## src/rtl/pgbuf_pkg.sv

```systemverilog
// Shared types for the page read buffer.
// Assumes: nothing beyond the enum below is shared between modules.
package pgbuf_pkg;
    typedef enum logic [2:0] {
        ST_IDLE,   // waiting for a request
        ST_DREQ,   // demand read strobe
        ST_DWAIT,  // waiting for demand data
        ST_PREQ,   // prefetch read strobe
        ST_PWAIT   // waiting for prefetch data
    } pb_state_e;
endpackage

```

## src/rtl/pgbuf_match.sv

```systemverilog
// Tag comparator: finds the buffer holding a given page.
// Assumes at most one valid buffer carries any tag; excl masks entries out.
module pgbuf_match #(
    parameter int NBUF  = 4,
    parameter int TAG_W = 20,
    localparam int IDX_W = $clog2(NBUF)
) (
    input  logic [NBUF-1:0][TAG_W-1:0] tags,
    input  logic [NBUF-1:0]            valid,
    input  logic [NBUF-1:0]            excl,
    input  logic [TAG_W-1:0]           key,
    output logic [NBUF-1:0]            hit_vec,
    output logic                       hit_any,
    output logic [IDX_W-1:0]           hit_idx
);
    // one comparator per buffer
    for (genvar i = 0; i < NBUF; i++) begin : g_cmp
        assign hit_vec[i] = valid[i] && !excl[i] && (tags[i] == key);
    end

    assign hit_any = |hit_vec;

    // encode the one-hot match into an index
    always_comb begin
        hit_idx = '0;
        for (int i = 0; i < NBUF; i++) begin
            if (hit_vec[i]) hit_idx = hit_idx | IDX_W'(i);
        end
    end
endmodule

```

## src/rtl/pgbuf_age.sv

```systemverilog
// Fill-order list: each buffer has an age, 0 = newest fill.
// Assumes NBUF is a power of two; ages form a permutation at all times.
module pgbuf_age #(
    parameter int NBUF = 4,
    localparam int IDX_W = $clog2(NBUF)
) (
    input  logic             clk,
    input  logic             rst_n,
    input  logic             fill_en,
    input  logic [IDX_W-1:0] fill_idx,
    output logic [IDX_W-1:0] victim_idx
);
    logic [NBUF-1:0][IDX_W-1:0] age;

    // age update: filled entry becomes newest, younger ones grow one older
    always_ff @(posedge clk) begin
        if (!rst_n) begin
            for (int i = 0; i < NBUF; i++) age[i] <= IDX_W'(NBUF - 1 - i);
        end else if (fill_en) begin
            for (int i = 0; i < NBUF; i++) begin
                if (IDX_W'(i) == fill_idx) age[i] <= '0;
                else if (age[i] < age[fill_idx]) age[i] <= age[i] + 1'b1;
            end
        end
    end

    // victim is the entry with the oldest age
    always_comb begin
        victim_idx = '0;
        for (int i = 0; i < NBUF; i++) begin
            if (age[i] == IDX_W'(NBUF - 1)) victim_idx = IDX_W'(i);
        end
    end
endmodule

```

## src/rtl/pgbuf_store.sv

```systemverilog
// Page storage: data, tag and valid flag per buffer.
// Assumes flush and fill never coincide; fill wins if they do.
module pgbuf_store #(
    parameter int NBUF   = 4,
    parameter int TAG_W  = 20,
    parameter int DATA_W = 128,
    localparam int IDX_W = $clog2(NBUF)
) (
    input  logic                        clk,
    input  logic                        rst_n,
    input  logic                        flush,
    input  logic                        fill_en,
    input  logic [IDX_W-1:0]            fill_idx,
    input  logic [TAG_W-1:0]            fill_tag,
    input  logic [DATA_W-1:0]           fill_data,
    output logic [NBUF-1:0][TAG_W-1:0]  tags,
    output logic [NBUF-1:0][DATA_W-1:0] data,
    output logic [NBUF-1:0]             valid
);
    for (genvar i = 0; i < NBUF; i++) begin : g_ent
        // valid flag: cleared by reset or flush, set by a fill
        always_ff @(posedge clk) begin
            if (!rst_n) valid[i] <= 1'b0;
            else if (fill_en && fill_idx == IDX_W'(i)) valid[i] <= 1'b1;
            else if (flush) valid[i] <= 1'b0;
        end

        // tag and data written on a fill
        always_ff @(posedge clk) begin
            if (fill_en && fill_idx == IDX_W'(i)) begin
                tags[i] <= fill_tag;
                data[i] <= fill_data;
            end
        end
    end
endmodule

```

## src/rtl/pgbuf_prefetch.sv

```systemverilog
// Page read buffer with next-page prefetch, in front of a flash read port.
// Serves hits from buffers, fetches misses from the array, prefetches P+1.
// A non-zero emulation code bypasses hits and prefetch and, when the
// request is non-sequential, flushes all buffers.
// Assumes the array answers each strobe with exactly one ary_rvalid pulse.
module pgbuf_prefetch
    import pgbuf_pkg::*;
#(
    parameter int NBUF   = 4,
    parameter int ADDR_W = 24,
    parameter int DATA_W = 128,
    parameter int EMU_W  = 5,
    localparam int OFS_W = $clog2(DATA_W / 8),
    localparam int TAG_W = ADDR_W - OFS_W,
    localparam int IDX_W = $clog2(NBUF)
) (
    input  logic              clk,
    input  logic              rst_n,
    input  logic              req_valid,
    output logic              req_ready,
    input  logic [ADDR_W-1:0] req_addr,
    input  logic              req_seq,
    input  logic [EMU_W-1:0]  req_emu,
    output logic              rsp_valid,
    output logic [DATA_W-1:0] rsp_data,
    output logic              ary_rd_en,
    output logic [TAG_W-1:0]  ary_page,
    input  logic              ary_rvalid,
    input  logic [DATA_W-1:0] ary_rdata
);
    pb_state_e state;
    logic [TAG_W-1:0] cur_page;
    logic             cur_emu;

    logic [NBUF-1:0][TAG_W-1:0]  buf_tag;
    logic [NBUF-1:0][DATA_W-1:0] buf_data;
    logic [NBUF-1:0]             buf_valid;

    logic [TAG_W-1:0] req_page, key_a, key_b;
    logic [NBUF-1:0]  hit_vec_a, hit_vec_b, excl_b;
    logic             hit_a, hit_b;
    logic [IDX_W-1:0] idx_a, idx_b, victim_idx, fill_idx;
    logic             accept, emu_nz, flush, fill_en, demand_fill;
    logic [OFS_W-1:0] unused_ofs;

    assign req_page   = req_addr[ADDR_W-1:OFS_W];
    assign unused_ofs = req_addr[OFS_W-1:0];
    assign emu_nz     = |req_emu;
    assign req_ready  = (state == ST_IDLE);
    assign accept     = req_valid && req_ready;
    assign flush      = accept && emu_nz && !req_seq;

    // lookup keys: the page itself and the page after it
    assign key_a = req_ready ? req_page : cur_page;
    assign key_b = key_a + 1'b1;

    assign demand_fill = (state == ST_DWAIT) && ary_rvalid;
    assign fill_en     = demand_fill || ((state == ST_PWAIT) && ary_rvalid);
    // a demand fill reuses a buffer already holding the page, else the victim
    assign fill_idx    = (demand_fill && hit_a) ? idx_a : victim_idx;

    // next-page check ignores the buffer the demand fill is about to overwrite
    always_comb begin
        excl_b = '0;
        if (demand_fill) excl_b[fill_idx] = 1'b1;
    end

    pgbuf_match #(.NBUF(NBUF), .TAG_W(TAG_W)) u_match_a (
        .tags(buf_tag), .valid(buf_valid), .excl('0), .key(key_a),
        .hit_vec(hit_vec_a), .hit_any(hit_a), .hit_idx(idx_a)
    );

    pgbuf_match #(.NBUF(NBUF), .TAG_W(TAG_W)) u_match_b (
        .tags(buf_tag), .valid(buf_valid), .excl(excl_b), .key(key_b),
        .hit_vec(hit_vec_b), .hit_any(hit_b), .hit_idx(idx_b)
    );

    pgbuf_age #(.NBUF(NBUF)) u_age (
        .clk(clk), .rst_n(rst_n), .fill_en(fill_en), .fill_idx(fill_idx),
        .victim_idx(victim_idx)
    );

    pgbuf_store #(.NBUF(NBUF), .TAG_W(TAG_W), .DATA_W(DATA_W)) u_store (
        .clk(clk), .rst_n(rst_n), .flush(flush), .fill_en(fill_en),
        .fill_idx(fill_idx),
        .fill_tag((state == ST_PWAIT) ? cur_page + 1'b1 : cur_page),
        .fill_data(ary_rdata), .tags(buf_tag), .data(buf_data), .valid(buf_valid)
    );

    // array strobe driven straight from the state register
    assign ary_rd_en = (state == ST_DREQ) || (state == ST_PREQ);
    assign ary_page  = (state == ST_PREQ) ? cur_page + 1'b1 : cur_page;

    // access sequencer
    always_ff @(posedge clk) begin
        if (!rst_n) begin
            state     <= ST_IDLE;
            cur_page  <= '0;
            cur_emu   <= 1'b0;
            rsp_valid <= 1'b0;
            rsp_data  <= '0;
        end else begin
            rsp_valid <= 1'b0;
            unique case (state)
                ST_IDLE: if (accept) begin
                    cur_page <= req_page;
                    cur_emu  <= emu_nz;
                    if (!emu_nz && hit_a) begin
                        rsp_valid <= 1'b1;
                        rsp_data  <= buf_data[idx_a];
                        state     <= hit_b ? ST_IDLE : ST_PREQ;
                    end else begin
                        state <= ST_DREQ;
                    end
                end
                ST_DREQ: state <= ST_DWAIT;
                ST_DWAIT: if (ary_rvalid) begin
                    rsp_valid <= 1'b1;
                    rsp_data  <= ary_rdata;
                    state     <= (!cur_emu && !hit_b) ? ST_PREQ : ST_IDLE;
                end
                ST_PREQ: state <= ST_PWAIT;
                ST_PWAIT: if (ary_rvalid) state <= ST_IDLE;
                default: state <= ST_IDLE;
            endcase
        end
    end
endmodule

```

## config.mk

```make
export PLATFORM = sky130hd
export DESIGN_NAME = pgbuf_prefetch
export DESIGN_NICKNAME = d
export VERILOG_FILES = /design/src/rtl/pgbuf_pkg.sv /design/src/rtl/pgbuf_match.sv /design/src/rtl/pgbuf_age.sv /design/src/rtl/pgbuf_store.sv /design/src/rtl/pgbuf_prefetch.sv
export SDC_FILE = /design/constraint.sdc
export NUM_CORES = 1
export LEC_CHECK = 0
export BUFFER_PORTS_ARGS = -buffer_cell sky130_fd_sc_hd__buf_2
export CAP_MARGIN = 0
export CORE_ASPECT_RATIO = 0.75
export CORE_MARGIN = 2
export CORE_UTILIZATION = 45
export CTS_CLUSTER_SIZE = 28
export DETAILED_ROUTE_END_ITERATION = 10
export MAX_ROUTING_LAYER = met4
export PLACE_DENSITY = 0.74
export SYNTH_ARGS = -nofsm -noshare
export SYNTH_HDL_FRONTEND = slang
export SYNTH_HIERARCHICAL = 1
export SYNTH_SLANG_ARGS = --single-unit
```

## constraint.sdc

```tcl
create_clock -name clk -period 14.4 [get_ports clk]
set_clock_uncertainty 0.15 [all_clocks]
set_input_delay 0.72 -clock clk [delete_from_list [all_inputs] [get_ports clk]]
set_output_delay 0.72 -clock clk [all_outputs]
set_load 0.05 [all_outputs]
```

==> impl_metrics.yaml, run 1 <==
clock_tree:
  cts_setup_buffers: 0
  cts_tree: "built"
  cts_buffers: 76
  clk-insertion-delay-late_ns: 0.64
  cts_buffer_depth: 3
  hold_buffers: 0
  root_buffer: "clkbuf_16"
  cts_max_level: 3
  cts_sinks: 757
  cts_resized: 0
  clk_pin_slew_worst_paths_ns: 0.06
floorplan:
  io_pins: 313
  core-area_um2: 70200
  placementRows: 84
  dieWidth_um: 312
  initial_core_util: 0.456
  die_h_um: 235
  die-area_um2: 73200
critical_path:
  cp_max_fo: 67
  crit_type: "flip-flop to flip-flop"
  critical_path.max_stage_delay_ns: 0.98
  r2r_cells: 14
  path_cells: "buf_4, or3_1, inv_4, mux2i_1, inv_1, xnor2_1, nand4_1, nor4_1, nand4_1, nand2_4, inv_1, o21ai_1, and3b_4, buf_4"
  required_ns: 14.50
  cp-start-kind: "flip-flop"
  critical_path.slowest_cell: "o21ai_1"
  arrival_ns: 8.41
  endpoint_kind: "flip-flop"
grt:
  grt_usage: 0.229
  grt_max_degree: 93
  grt_antenna_before_repair: 18
  grt_pass1_wl_um: 124000
  grt.overflow.total: 0
  grt_pass1_vias: 20000
finish:
  synthToLayoutAreaGrowth_pct: 15.0
  seqCellArea_um2: 21100
  fin_area_um2: 36800
  drive_gt1_frac: 0.248
  multiInputGateArea_um2: 10200
  layout_common_cells: "592 x edfxtp_1, 364 x nand2_1, 308 x buf_2"
  nFillCells: 5867
  layout_commonest_cell: "edfxtp_1"
  nets: 2625
placement:
  pre_cts_slack_ns: 6.15
  gp_congestion: 0.923
  io_buffers: 308
  dp_hpwl_um: 49300
  placed_area_um2: 34300
sta:
  max_slew_margin: 0.187
  fin_setup_tns_ns: 0
  finalHoldViolCount: 0
  finalCritPeriodShare: 0.577
  final.setup.worst_slack_ns: 6.09
  rsz0062_at_grt: "no"
  fmax_ghz: 0.120
  slew_viol_final: 0
  period_needed_ns: 8.31
  worst_pin_slew_ns: 1.21
  finalSetupViolCount: 0
  holdWs_ns: 0.154
detailed_routing:
  avgViaCountPerCell: 5.74
  drt_iter0_drc: 1971
  finalWirelength_um: 82500
  ant_nets: 0
  drt_pass1_iterations: 5
  drcViolationCount: 0
  wire_per_inst_um: 23.7
  vias: 20000
power:
  switching_share: 0.299
  ir_drop_mv: 0.109
  p_total_mw: 5.42
  share_seq_of_total_power: 0.463
  clkPwrFrac: 0.362
  pwr_density_cell_nw_per_um2: 147
  p_int_mw: 3.80
  p_leak_nw: 12.7
  combPwrFrac: 0.175
  p_sw_mw: 1.62
synthesis:
  synth_cells: 2190
  ys.warnings.count: 6
  synth_area_per_cell_um2: 14.6
  synthesis.area_um2: 32000
flow_run:
  drv_cap: 0
hold_path:
  hold_class: "input pin to flip-flop"
  holdPathStages: 1
run_status:
  status: "finished, final reports clean"
-- metrics by stage --
| stage | utilization | instances |
|---|---|---|
| 3_5_place_dp | 0.488 | 3323 |
| 4_1_cts | 0.523 | 3462 |
| 2_1_floorplan | - | 2193 |
| 6_report | 0.524 | 3480 |
| 3_3_place_gp | 0.488 | 3323 |
| 5_1_grt | 0.524 | 3478 |
-- final timing paths --
kind	start	to	slack, ns
setup / recovery	state[2]	u_store/data[131]	6.09
hold reg to reg	u_age/age[1]	u_age/age[1]	0.36
setup reg to reg	state[2]	u_store/data[131]	6.09
hold / removal	ary_rdata[20]	u_store/data[20]	0.15
-- flip-flops by register name, indices dropped and copies added, names as in the netlist --
register,count
u_store/valid,4
u_age/age,8
rsp_data,128
cur_page,20
u_store/data,512
cur_emu,1
state,3
u_store/tags,80
rsp_valid,1
-- worst max-delay path: cells and delay by family, from the launching register on --
kind / cells / cell delay (ns)
simple gates: 6 / 3.55
buf+inv: 5 / 2.00
compound gates: 1 / 0.98
xor+xnor: 1 / 0.46
mux: 1 / 0.37
flops: 1 / 0.29
-- layout make-up --
cell class | count | share of cell area
tap | 946 | 0.0322
multi-input combinational | 1265 | 0.277
inverter | 19 | 0.00207
timing repair buffer | 336 | 0.0476
sequential | 757 | 0.573
clock inverter | 38 | 0.0114
clock buffer | 101 | 0.0559
antenna | 18 | 0.00122
-- layer usage --
layer  routed length (µm)  track usage
met5                    0            -
met4                 1590       0.0586
met3                 7380       0.0566
met2                38300        0.337
met1                35200        0.319
-- power by group through the flow --
| stage | clock [mW] | sequential (mW) | combinational (mW) |
|---|---|---|---|
| 2_1_floorplan | 0 | 2.74 | 0.476 |
| 3_3_place_gp | 0 | 2.55 | 0.931 |
| 3_5_place_dp | 0 | 2.55 | 0.946 |
| 4_1_cts | 2.00 | 2.51 | 0.950 |
| 5_1_grt | 2.09 | 2.52 | 1.01 |
| 6_report | 1.96 | 2.51 | 0.950 |
Note: power is estimated with default switching activity, not from simulation.
==> run 2: changes to the inputs <==
==> constraint.sdc (replaced) <==
create_clock -name clk -period 8.05 [get_ports clk]
set_clock_uncertainty 0.15 [all_clocks]
set_input_delay 0.4025 -clock clk [delete_from_list [all_inputs] [get_ports clk]]
set_output_delay 0.4025 -clock clk [all_outputs]
set_load 0.05 [all_outputs]
==> impl_metrics.yaml, run 2 (synthesized netlist as in run 1, its figures left out) <==
run_status:
  status: "finished, final reports clean"
grt:
  grt_usage: 0.239
  grt_antenna_before_repair: 5
  grt_pass1_wl_um: 130000
  grt_max_degree: 128
  grt_pass1_vias: 21800
  grt.overflow.total: 0
finish:
  finalNonFillerCells: 3631
  layout_common_cells: "592 x edfxtp_1, 364 x nand2_1, 308 x buf_2"
  largest_reg_flops: 512
  top_regs: "u_store/data (512), rsp_data (128), u_store/tags (80)"
  layout_commonest_cell: "edfxtp_1"
  fin_area_um2: 38900
  nFillCells: 5606
  drive_gt1_frac: 0.243
  nets: 2788
  synthToLayoutAreaGrowth_pct: 21.6
  largest_register: "u_store/data"
sta:
  period_needed_ns: 6.58
  slew_viol_final: 0
  finalHoldViolCount: 0
  rsz0062_at_grt: "no"
  finalCritPeriodShare: 0.818
  fin_setup_tns_ns: 0
  holdWs_ns: 0.104
  worst_pin_slew_ns: 1.16
  final.setup.worst_slack_ns: 1.47
  finalSetupViolCount: 0
  max_slew_margin: 0.221
  fmax_ghz: 0.152
floorplan:
  dieWidth_um: 312
  die_h_um: 235
  io_pins: 313
  placementRows: 84
  initial_core_util: 0.456
  die-area_um2: 73200
  core-area_um2: 70200
power:
  pwr_density_cell_nw_per_um2: 263
  p_int_mw: 7.29
  clkPwrFrac: 0.387
  share_seq_of_total_power: 0.439
  ir_drop_mv: 0.179
  switching_share: 0.289
  combPwrFrac: 0.174
  p_sw_mw: 2.96
  p_leak_nw: 13.6
clock_tree:
  cts_tree: "built"
  cts_max_level: 3
  cts_buffers: 75
  root_buffer: "clkbuf_16"
  cts_buffer_depth: 3
  cts_sinks: 757
  clk_pin_slew_worst_paths_ns: 0.06
  clk-insertion-delay-late_ns: 0.65
critical_path:
  critPathCapture: "u_age/age[1]"
  ff2ff_setup_slack_ns: 1.47
  r2r_start: "state[1]"
  cp_max_fo: 29
  crit_type: "flip-flop to flip-flop"
  reg2reg_to: "u_age/age[1]"
  arrival_ns: 7.01
  crit_start: "state[1]"
  cp-start-kind: "flip-flop"
  required_ns: 8.48
  r2r_cells: 17
  endpoint_kind: "flip-flop"
detailed_routing:
  drt_iter0_drc: 2195
  vias: 21000
  drt_pass1_iterations: 5
  wire_per_inst_um: 23.8
  avgViaCountPerCell: 5.79
  finalWirelength_um: 86300
  drcViolationCount: 0
  ant_nets: 0
hold_path:
  holdPathStages: 4
  hold_class: "input pin to flip-flop"
placement:
  gp_congestion: 0.913
  pre_cts_slack_ns: 1.49
  placed_area_um2: 34500
  placedCellCount: 3335
  io_buffers: 308
  dp_hpwl_um: 51300
flow_run:
  drv_cap: 0
run 2: cell count changes in the layout (fill, tap and decap cells not counted), sizes merged:
cell	before	now
buf	336	348
clkinv	27	24
diode	18	4
clkbuf	101	93
bufinv	4	17
inv	25	23
dlygate4sd3	0	152
clkinvlp	1	2
run 2: per-stage QoR:
stage               utilization  total power [mW]
global route              0.554              10.6
detailed placement        0.492              6.28
CTS                       0.554              10.3
global placement          0.492              6.24
floorplan                     -              5.76
finish                    0.554              10.2
run 2: worst min path at each step:
| stage | startpoint | end |
|---|---|---|
| 6_report | req_emu[3] | cur_emu |
| 5_1_grt | req_seq | u_store/valid[3] |
| 4_1_cts | req_seq | u_store/valid[1] |
| 3_5_place_dp | u_age/age[7] | u_age/age[7] |
| 3_3_place_gp | u_age/age[7] | u_age/age[7] |
| 2_1_floorplan | u_store/valid[2] | u_store/valid[2] |
run 2: final cells by class:
cell class	count	area, µm²	share of cell area
sequential	757	21100	0.542
multi-input combinational	1265	10200	0.262
timing repair buffer	500	3510	0.0903
clock buffer	93	2050	0.0526
tap	946	1180	0.0304
clock inverter	47	795	0.0204
inverter	19	76.3	0.00196
antenna	4	10.0	0.000257
run 2: power by group through the flow:
stage | sequential (mW) | combinational, mW | clock [mW]
global route | 4.51 | 1.88 | 4.19
finish | 4.50 | 1.78 | 3.97
CTS | 4.49 | 1.77 | 4.04
detailed placement | 4.58 | 1.70 | 0
global placement | 4.57 | 1.68 | 0
floorplan | 4.90 | 0.852 | 0
run 2: critical path, stage by stage, from the launching register on:
cell	delay, ns
dfxtp_1	0.73
or3_1	0.67
inv_4	0.35
mux2i_1	0.67
inv_1	0.27
xor2_1	0.23
nor4_1	0.46
nand4_2	0.27
o2111ai_2	0.15
buf_4	0.21
nand3_1	0.17
o21ai_1	0.24
mux4_1	0.56
inv_1	0.17
ha_1	0.27
nor3b_1	0.23
or4b_2	0.60
nand3_1	0.10
run 2: per-layer routing:
layer,global-route usage,wire length (µm),part of all wire
met1,0.319,36800,0.43
met2,0.371,40100,0.46
met3,0.0486,7420,0.086
met4,0.0693,1960,0.023
met5,-,0,0
run 2: timing repair:
item                                   in CTS  in global routing
setup buffers                               0                  0
endpoints found under the hold margin     663                  0
setup endpoints to repair                   0                  0
gates resized for setup                     0                  0
hold buffers                              152                  0
